`config.mk`:
```
export PLATFORM = sky130hd
export DESIGN_NAME = asid_tlb
export DESIGN_NICKNAME = d
export VERILOG_FILES = /design/src/rtl/tlb_pkg.sv /design/src/rtl/tlb_pick.sv /design/src/rtl/tlb_match.sv /design/src/rtl/tlb_victim.sv /design/src/rtl/asid_tlb.sv
export SDC_FILE = /design/constraint.sdc
export NUM_CORES = 1
export LEC_CHECK = 0
export BUFFER_PORTS_ARGS = -buffer_cell sky130_fd_sc_hd__buf_2
export CAP_MARGIN = 30
export CORE_MARGIN = 2
export CORE_UTILIZATION = 55
export DETAILED_ROUTE_END_ITERATION = 10
export MAX_ROUTING_LAYER = met4
export PLACE_DENSITY = 0.82
export SYNTH_ARGS = -nofsm -noshare
export SYNTH_HDL_FRONTEND = slang
export SYNTH_HIERARCHICAL = 1
export SYNTH_SLANG_ARGS = --single-unit
```
`constraint.sdc`:
```
create_clock -name clk -period 17.5 [get_ports clk]
set_clock_uncertainty 0.15 [all_clocks]
set_input_delay 4.375 -clock clk [delete_from_list [all_inputs] [get_ports clk]]
set_output_delay 4.375 -clock clk [all_outputs]
set_load 0.02 [all_outputs]
```
`src/rtl/tlb_pkg.sv`:
```
package tlb_pkg;
  typedef enum logic [1:0] {
    FILL_NONE   = 2'd0,
    FILL_UPDATE = 2'd1,
    FILL_FREE   = 2'd2,
    FILL_EVICT  = 2'd3
  } fill_kind_e;
endpackage

```
`src/rtl/tlb_pick.sv`:
```
module tlb_pick #(
  parameter int N = 8
) (
  input  logic [N-1:0]                  req,
  output logic                          found,
  output logic [((N>1)?$clog2(N):1)-1:0] idx
);
  localparam int IW = (N > 1) ? $clog2(N) : 1;

  always_comb begin
    idx = '0;
    for (int i = N - 1; i >= 0; i--) begin
      if (req[i]) idx = IW'(i);
    end
  end

  assign found = |req;
endmodule

```
`src/rtl/tlb_match.sv`:
```
module tlb_match #(
  parameter int N  = 8,
  parameter int VW = 20,
  parameter int AW = 8
) (
  input  logic [N-1:0]    valid,
  input  logic [N*VW-1:0] vpn_flat,
  input  logic [N*AW-1:0] asid_flat,
  input  logic [VW-1:0]   q_vpn,
  input  logic [AW-1:0]   q_asid,
  input  logic            tag_en,
  output logic [N-1:0]    hit_vec
);
  for (genvar g = 0; g < N; g++) begin : g_cmp
    logic page_eq;
    logic id_eq;
    assign page_eq    = (vpn_flat[g*VW +: VW] == q_vpn);
    assign id_eq      = (asid_flat[g*AW +: AW] == q_asid);
    assign hit_vec[g] = valid[g] && page_eq && (!tag_en || id_eq);
  end
endmodule

```
`src/rtl/tlb_victim.sv`:
```
module tlb_victim
  import tlb_pkg::*;
#(
  parameter int N = 8
) (
  input  logic                          clk,
  input  logic                          rst_n,
  input  logic [N-1:0]                  ent_v,
  input  logic [N-1:0]                  dup_vec,
  input  logic                          req,
  input  logic                          commit,
  output fill_kind_e                    kind,
  output logic [((N>1)?$clog2(N):1)-1:0] wr_idx
);
  localparam int IW = (N > 1) ? $clog2(N) : 1;

  logic          dup_found;
  logic [IW-1:0] dup_idx;
  logic          free_found;
  logic [IW-1:0] free_idx;
  logic [IW-1:0] rr_ptr;

  tlb_pick #(.N(N)) i_dup_pick (
    .req   (dup_vec),
    .found (dup_found),
    .idx   (dup_idx)
  );

  tlb_pick #(.N(N)) i_free_pick (
    .req   (~ent_v),
    .found (free_found),
    .idx   (free_idx)
  );

  always_comb begin
    kind   = FILL_NONE;
    wr_idx = rr_ptr;
    if (req) begin
      if (dup_found) begin
        kind   = FILL_UPDATE;
        wr_idx = dup_idx;
      end else if (free_found) begin
        kind   = FILL_FREE;
        wr_idx = free_idx;
      end else begin
        kind   = FILL_EVICT;
        wr_idx = rr_ptr;
      end
    end
  end

  always_ff @(posedge clk) begin
    if (!rst_n) begin
      rr_ptr <= '0;
    end else if (commit && kind == FILL_EVICT) begin
      if (rr_ptr == IW'(N - 1)) rr_ptr <= '0;
      else                      rr_ptr <= rr_ptr + 1'b1;
    end
  end

  a_r4_free_slot: assert property (@(posedge clk) disable iff (!rst_n)
    kind == FILL_FREE |-> !ent_v[wr_idx]);

  a_r6_dup_target: assert property (@(posedge clk) disable iff (!rst_n)
    kind == FILL_UPDATE |-> dup_vec[wr_idx]);

  a_r6_rr_still: assert property (@(posedge clk) disable iff (!rst_n)
    commit && kind != FILL_EVICT |=> $stable(rr_ptr));
endmodule

```
`src/rtl/asid_tlb.sv`:
```
module asid_tlb
  import tlb_pkg::*;
#(
  parameter int ENTRIES = 8,
  parameter int VPN_W   = 20,
  parameter int PFN_W   = 20,
  parameter int ASID_W  = 8
) (
  input  logic              clk,
  input  logic              rst_n,
  input  logic              tag_en,
  input  logic              ctx_sw,
  input  logic              lk_valid,
  output logic              lk_ready,
  input  logic [VPN_W-1:0]  lk_vpn,
  input  logic [ASID_W-1:0] lk_asid,
  output logic              rs_valid,
  input  logic              rs_ready,
  output logic              rs_hit,
  output logic [PFN_W-1:0]  rs_pfn,
  input  logic              fill_valid,
  output logic              fill_ready,
  input  logic [VPN_W-1:0]  fill_vpn,
  input  logic [ASID_W-1:0] fill_asid,
  input  logic [PFN_W-1:0]  fill_pfn
);
  localparam int IW = (ENTRIES > 1) ? $clog2(ENTRIES) : 1;

  logic [ENTRIES-1:0]        ent_v;
  logic [ENTRIES*VPN_W-1:0]  ent_vpn;
  logic [ENTRIES*ASID_W-1:0] ent_asid;
  logic [ENTRIES*PFN_W-1:0]  ent_pfn;

  logic               flush_eff;
  logic               fill_go;
  logic               lk_go;
  logic [ENTRIES-1:0] lk_vec;
  logic [ENTRIES-1:0] dup_vec;
  logic               lk_hit;
  logic [IW-1:0]      lk_idx;
  logic [IW-1:0]      wr_idx;
  fill_kind_e         wr_kind;

  assign flush_eff  = ctx_sw && !tag_en;
  assign fill_ready = !flush_eff;
  assign fill_go    = fill_valid && fill_ready;
  assign lk_ready   = !rs_valid || rs_ready;
  assign lk_go      = lk_valid && lk_ready;

  tlb_match #(.N(ENTRIES), .VW(VPN_W), .AW(ASID_W)) i_lk_match (
    .valid     (ent_v),
    .vpn_flat  (ent_vpn),
    .asid_flat (ent_asid),
    .q_vpn     (lk_vpn),
    .q_asid    (lk_asid),
    .tag_en    (tag_en),
    .hit_vec   (lk_vec)
  );

  tlb_match #(.N(ENTRIES), .VW(VPN_W), .AW(ASID_W)) i_fill_match (
    .valid     (ent_v),
    .vpn_flat  (ent_vpn),
    .asid_flat (ent_asid),
    .q_vpn     (fill_vpn),
    .q_asid    (fill_asid),
    .tag_en    (tag_en),
    .hit_vec   (dup_vec)
  );

  tlb_pick #(.N(ENTRIES)) i_lk_pick (
    .req   (lk_vec),
    .found (lk_hit),
    .idx   (lk_idx)
  );

  tlb_victim #(.N(ENTRIES)) i_victim (
    .clk     (clk),
    .rst_n   (rst_n),
    .ent_v   (ent_v),
    .dup_vec (dup_vec),
    .req     (fill_valid),
    .commit  (fill_go),
    .kind    (wr_kind),
    .wr_idx  (wr_idx)
  );

  // Entry storage: emptying wins over a fill in the same cycle.
  always_ff @(posedge clk) begin
    if (!rst_n) begin
      ent_v    <= '0;
      ent_vpn  <= '0;
      ent_asid <= '0;
      ent_pfn  <= '0;
    end else if (flush_eff) begin
      ent_v <= '0;
    end else if (fill_go) begin
      ent_v[wr_idx]                    <= 1'b1;
      ent_vpn[wr_idx*VPN_W +: VPN_W]    <= fill_vpn;
      ent_asid[wr_idx*ASID_W +: ASID_W] <= fill_asid;
      ent_pfn[wr_idx*PFN_W +: PFN_W]    <= fill_pfn;
    end
  end

  // Registered result stage with back-pressure.
  always_ff @(posedge clk) begin
    if (!rst_n) begin
      rs_valid <= 1'b0;
      rs_hit   <= 1'b0;
      rs_pfn   <= '0;
    end else if (lk_go) begin
      rs_valid <= 1'b1;
      rs_hit   <= lk_hit;
      rs_pfn   <= lk_hit ? ent_pfn[lk_idx*PFN_W +: PFN_W] : '0;
    end else if (rs_ready) begin
      rs_valid <= 1'b0;
    end
  end

  a_r9_hold: assert property (@(posedge clk) disable iff (!rst_n)
    rs_valid && !rs_ready |=> rs_valid && $stable(rs_hit) && $stable(rs_pfn));

  a_r3_miss_zero: assert property (@(posedge clk) disable iff (!rst_n)
    rs_valid && !rs_hit |-> rs_pfn == '0);

  a_r8_flush_empties: assert property (@(posedge clk) disable iff (!rst_n)
    flush_eff |=> ent_v == '0);

  a_r2_fill_lands: assert property (@(posedge clk) disable iff (!rst_n)
    fill_go |=> ent_v[$past(wr_idx)]);

  a_r1_result_after_accept: assert property (@(posedge clk) disable iff (!rst_n)
    lk_go |=> rs_valid);
endmodule

```
Word level (Yosys, flattened, before mapping)

Cells that the tools add are included.

Add/subtract/negate cells: 3
Multipliers: 2
$lt $le $gt $ge: 2
Eq/ne operators: 34
Shift-type cells: 6
Muxes and demuxes: 39
Bitwise operators: 4
Reductions and logical operators: 63

Operators by type and width:

| kind                                                     | number |
|---|---|
| bitwise mux 160 bit                                      | 2 |
| equality test 20 bit                                     | 16 |
| variable part select 20 x 34 -> 160 bit                  | 2 |
| variable shift 20 x 34 -> 160 bit (first input constant) | 1 |
| variable part select 160 x 9 -> 20 bit                   | 1 |
| equality test 8 bit                                      | 16 |
| 2-to-1 mux 3 bit                                         | 28 |
| bitwise mux 64 bit                                       | 1 |
| variable shift 8 x 34 -> 64 bit (first input constant)   | 1 |
| variable part select 8 x 34 -> 64 bit                    | 1 |
| logical AND 1 bit                                        | 37 |
| negation 6 -> 34 bit                                     | 1 |
| negation 8 -> 34 bit                                     | 1 |
| OR reduction 8 bit                                       | 3 |
| 2-to-1 mux 20 bit                                        | 1 |
| logical OR 1 bit                                         | 17 |
| multiplier 3 x 3 -> 6 bit (second input constant)        | 2 |
| NOT 8 bit                                                | 1 |
| OR 8 bit                                                 | 1 |
| < comparator 3 x 4 -> 1 bit (second input constant)      | 1 |
| 2-to-1 mux 1 bit                                         | 4 |
| 2-to-1 mux 2 bit                                         | 2 |
| adder 3 x 1 -> 3 bit (second input constant)             | 1 |
| demux 1 bit (select 3 bit)                               | 1 |
| other kinds (8)                                          | 11 |

Register bits after elaboration: 417
Input bits: 83
Word-level logic and storage cells: 161

Depth between registers and ports, before layout

Depth after elaboration: 18
Mapped depth: 28

Modules after synthesis

Netlist, hierarchy kept.

Modules (own cells, without submodules):

| module     | instances | cells an instance | area an instance (µm²) | sequential area each (µm²) |
|---|---|---|---|---|
| asid_tlb   | 1         | 2241              | 19797.7                | 8287.9 |
| tlb_match  | 2         | 341               | 2835.2                 | 0.0 |
| tlb_victim | 1         | 40                | 284.0                  | 60.1 |
| tlb_pick   | 3         | 13                | 81.3                   | 0.0 |

Worst setup path before layout

OpenSTA, ideal clock, no wires.

Path kind: input to register
From: input fill_vpn[17]
To: register ent_pfn[68]
Setup time: 0.072 ns
Data arrival time: 9.233 ns
Required time: 17.278 ns
Slack: 8.045 ns
Cell stages on the path: 24
Path buffers: 3
Cells stage by stage: buf_2 -> xor2_1 -> nor3_1 -> nand4_1 -> a211oi_2 -> nor4_2 -> nand3_1 -> o21a_1 -> o221ai_1 -> ha_1 -> ha_1 -> inv_1 -> ha_1 -> buf_2 -> or2_2 -> buf_2 -> nor2_1 -> ha_1 -> clkinv_1 -> nor4_4 -> nand2_1 -> or3_1 -> o32ai_4 -> mux2i_1

Elaborated cells between the ends (all ways): 40
Classes of those cells: add/sub (1); mul (1); eq/ne (8); shift (2); mux (11); reduce/logical (17)

RTL lines:

| item                                                                                         | RTL line         | source |
|---|---|---|
| start, declared                                                                              | asid_tlb.sv:23   | `input logic [VPN_W-1:0] fill_vpn,` |
| equality test 20 bit (*)                                                                     | tlb_match.sv:17  | `assign page_eq = (vpn_flat[g*VW +: VW] == q_vpn);` |
| logical AND 1 bit (*) (2 in series)                                                          | tlb_match.sv:19  | `assign hit_vec[g] = valid[g] && page_eq && (!tag_en \|\| id_eq);` |
| via dup_vec[4]                                                                               | asid_tlb.sv:38   | `logic [ENTRIES-1:0] dup_vec;` |
| OR reduction 8 bit (*)                                                                       | tlb_pick.sv:17   | `assign found = \|req;` |
| via i_victim.dup_found                                                                       | tlb_victim.sv:17 | `logic dup_found;` |
| 2-to-1 mux 3 bit (*)                                                                         | tlb_victim.sv:39 | `if (dup_found) begin` |
| 2-to-1 mux 3 bit (*)                                                                         | tlb_victim.sv:38 | `if (req) begin` |
| via wr_idx[0]                                                                                | asid_tlb.sv:41   | `logic [IW-1:0] wr_idx;` |
| multiplier 3 x 3 -> 6 bit (*)                                                                | asid_tlb.sv:100  | `ent_pfn[wr_idx*PFN_W +: PFN_W] <= fill_pfn;` |
| negation 8 -> 34 bit (*)                                                                     | asid_tlb.sv:100  |  |
| variable part select 20 x 34 -> 160 bit or variable shift 20 x 34 -> 160 bit (tied branches) | asid_tlb.sv:100  |  |
| bitwise mux 160 bit (*)                                                                      | asid_tlb.sv:100  |  |
| end signal, assigned by index                                                                | asid_tlb.sv:100  |  |
| end, declared                                                                                | asid_tlb.sv:32   | `logic [ENTRIES*PFN_W-1:0] ent_pfn;` |

The timed path passes the listed nets; every way through them passes the cells marked *.
A chain may end at the register's enable or synchronous reset.

Worst setup path after layout

From: input fill_vpn[13]
To: register ent_pfn[6]

Longest elaborated chain between the ends: 17
Elaborated cells between the ends (all ways): 40
Classes of those cells: add/sub (1); mul (1); eq/ne (8); shift (2); mux (11); reduce/logical (17)

RTL lines:

| item                                                                                         | RTL line         | source |
|---|---|---|
| equality test 20 bit (*)                                                                     | tlb_match.sv:17  |  |
| logical AND 1 bit (*) (2 in series)                                                          | tlb_match.sv:19  |  |
| via dup_vec[7]                                                                               | asid_tlb.sv:38   |  |
| 2-to-1 mux 3 bit (*) (8 in series)                                                           | tlb_pick.sv:13   | `if (req[i]) idx = IW'(i);` |
| via i_victim.dup_idx[0]                                                                      | tlb_victim.sv:18 | `logic [IW-1:0] dup_idx;` |
| 2-to-1 mux 3 bit (*)                                                                         | tlb_victim.sv:39 |  |
| 2-to-1 mux 3 bit (*)                                                                         | tlb_victim.sv:38 |  |
| via wr_idx[0]                                                                                | asid_tlb.sv:41   |  |
| multiplier 3 x 3 -> 6 bit (*)                                                                | asid_tlb.sv:100  |  |
| negation 8 -> 34 bit (*)                                                                     | asid_tlb.sv:100  |  |
| variable part select 20 x 34 -> 160 bit or variable shift 20 x 34 -> 160 bit (tied branches) | asid_tlb.sv:100  |  |
| bitwise mux 160 bit (*)                                                                      | asid_tlb.sv:100  |  |

Marked as above.

==> flow_summary.ini <==
[timing]
fin_setup_tns_ns = 0
max-slew-margin-rel = 0.208
worstMarginPinSlew_ns = 1.19
finalSetupViolCount = 0
drv_slew = 0
clock.fmax_mhz = 84.5
period_minus_slack_ns = 11.83
min_period_over_period = 0.676
rsz0062_at_grt = false
hold_viol = 0

[power_and_ir_drop]
power.density_nw_per_um2 = 84.3
peakVddDrop_mv = 0.0850
p_leak_uw = 0.0111

[synth]
synth_nets = 3092
avgSynthCellArea_um2 = 8.66
synth_area_um2 = 26000
synth_cells = 3000
yosysWarningCount = 6

[drt]
ant_nets = 0
drtIter0Drc = 3828
vias_per_cell = 6.95
wirelength_um = 115000
wirelength_met1_um = 40800
wl_met3_um = 12700
wl_per_cell_um = 31.8
highest_layer = met4
routed-via-count = 25200
wl_met2_um = 49000
first_pass_iters = 7
route.detailed.drc = 0

[global_routing]
grt_pass1_vias = 23700
grt.total_usage = 0.470
grt_max_degree = 83
grt_pass1_wl_um = 164000
antenna_found_initial = 2
overflow = 0

[hold_path]
min-delay-start = ent_pfn[88]$_SDFFE_PN0P_
hold_class = flip-flop to flip-flop

[critical_path]
cp.required_ns = 17.85
worstSetupPathType = input pin to flip-flop
crit_start = fill_vpn[13]
cp_max_fo = 33
cpMostUsedCell = ha_1
slowest_stage = nor4_4
path_cells = buf_2 -> xor2_1 -> nor4_1 -> nand4_1 -> a211oi_2 -> a21oi_1 -> o41ai_1 -> nand3_1 -> o221ai_4 -> buf_4 -> ha_1 -> ha_1 -> inv_1 -> ha_1 -> or2_2 -> nor2_1 -> ha_1 -> clkinv_1 -> nor4_4 -> nand2_1 -> o41ai_2 -> buf_4 -> o221ai_1 -> o211a_1
cp.arrival_ns = 12.17
cp_top_family = simple AND/OR/NAND/NOR gates
critPathBufInv = 5
r2r_start = ent_vpn[141]$_SDFFE_PN0P_
max_stage_delay_ns = 0.84
end_kind = flip-flop
worst_setup_path_start_kind = input pin

[clock_tree]
cts_hold_buf = 0
post_cts_resized = 0
cts-root-buf = clkbuf_16
h-tree-depth = 2
cts_num_sinks = 417
cts_setup_buffers = 0
clk_path_buf_depth = 3
clk_pin_slew_worst_paths_ns = 0.06
cts_tree = yes
worstSkewPairLatency_ns = 0.64
cts_made_buffers = 47

[job]
max_cap_violations = 0

[floorplanning]
die_y_um = 221
ios = 107
die-area_um2 = 49000
coreArea_um2 = 46600
die_w_um = 221
initial_utilization = 0.558
rows = 79

[layout]
drive_above_1_share = 0.130
mostFrequentLayoutCell = xor2_1
fin_cells = 3622
final_cell_mix = 430 x xor2_1, 417 x dfxtp_1, 362 x nor2_1
final_nets = 3066
area_growth_pct = 8.53

[place]
dp_cells = 3524
port_buffers = 106
gp_congestion = 1.05
place_hpwl_um = 83000

[outcome]
status = complete, no violations
layer usage:
metal,up-vias,track usage
li1,10700,-
met1,11900,0.550
met2,1912,0.698
met3,689,0.0963
met4,0,0.383
met5,-,-
final cells by class:
| cell class | count | area (µm²) |
|---|---|---|
| Antenna cell | 2 | 5.00 |
| Tap cell | 607 | 759 |
| Fill cell | 4086 | 18400 |
| Clock buffer | 62 | 1300 |
| Inverter | 31 | 124 |
| Sequential cell | 417 | 8350 |
| Clock inverter | 26 | 345 |
| Timing Repair Buffer | 169 | 1060 |
| Multi-Input combinational cell | 2308 | 16300 |
where the power goes:
| part | switching [µW] | total, µW | internal [µW] | leakage [µW] |
|---|---|---|---|---|
| combinational | 244 | 338 | 93.8 | 0.00693 |
| clock | 453 | 1060 | 606 | 0.000804 |
| sequential | 17.7 | 979 | 961 | 0.00336 |
state kept, by name, summed over array words and instances, names as in the netlist:
register         flops
ent_v                8
ent_pfn            160
rs_pfn              20
i_victim/rr_ptr      3
ent_vpn            160
rs_hit               1
ent_asid            64
rs_valid             1
worst min-delay path, stage by stage (launching register included):
cell and delay (ns):
dfxtp_1 0.31, nand2_1 0.05, a21oi_1 0.05
per-stage QoR:
step	utilization	instance area [µm²]	hold slack [ns]	total power, µW	worst slack, ns
6_report	0.606	28200	0.301	2380	5.67
5_1_grt	0.606	28200	0.321	2420	5.48
4_1_cts	0.604	28100	0.304	2350	5.96
3_5_place_dp	0.569	26500	0.296	1320	5.42
3_3_place_gp	0.566	26400	0.287	1310	5.02
2_1_floorplan	-	26000	0.279	1200	8.07
final timing paths:
kind | cells after the start | end | slack, ns
setup / recovery | 24 | ent_pfn[6]$_SDFFE_PN0P_ | 5.67
hold reg to reg | 2 | ent_pfn[88]$_SDFFE_PN0P_ | 0.30
hold / removal | 2 | ent_pfn[88]$_SDFFE_PN0P_ | 0.30
setup reg to reg | 23 | ent_pfn[6]$_SDFFE_PN0P_ | 9.40
Note: power is estimated with default switching activity, not from simulation.
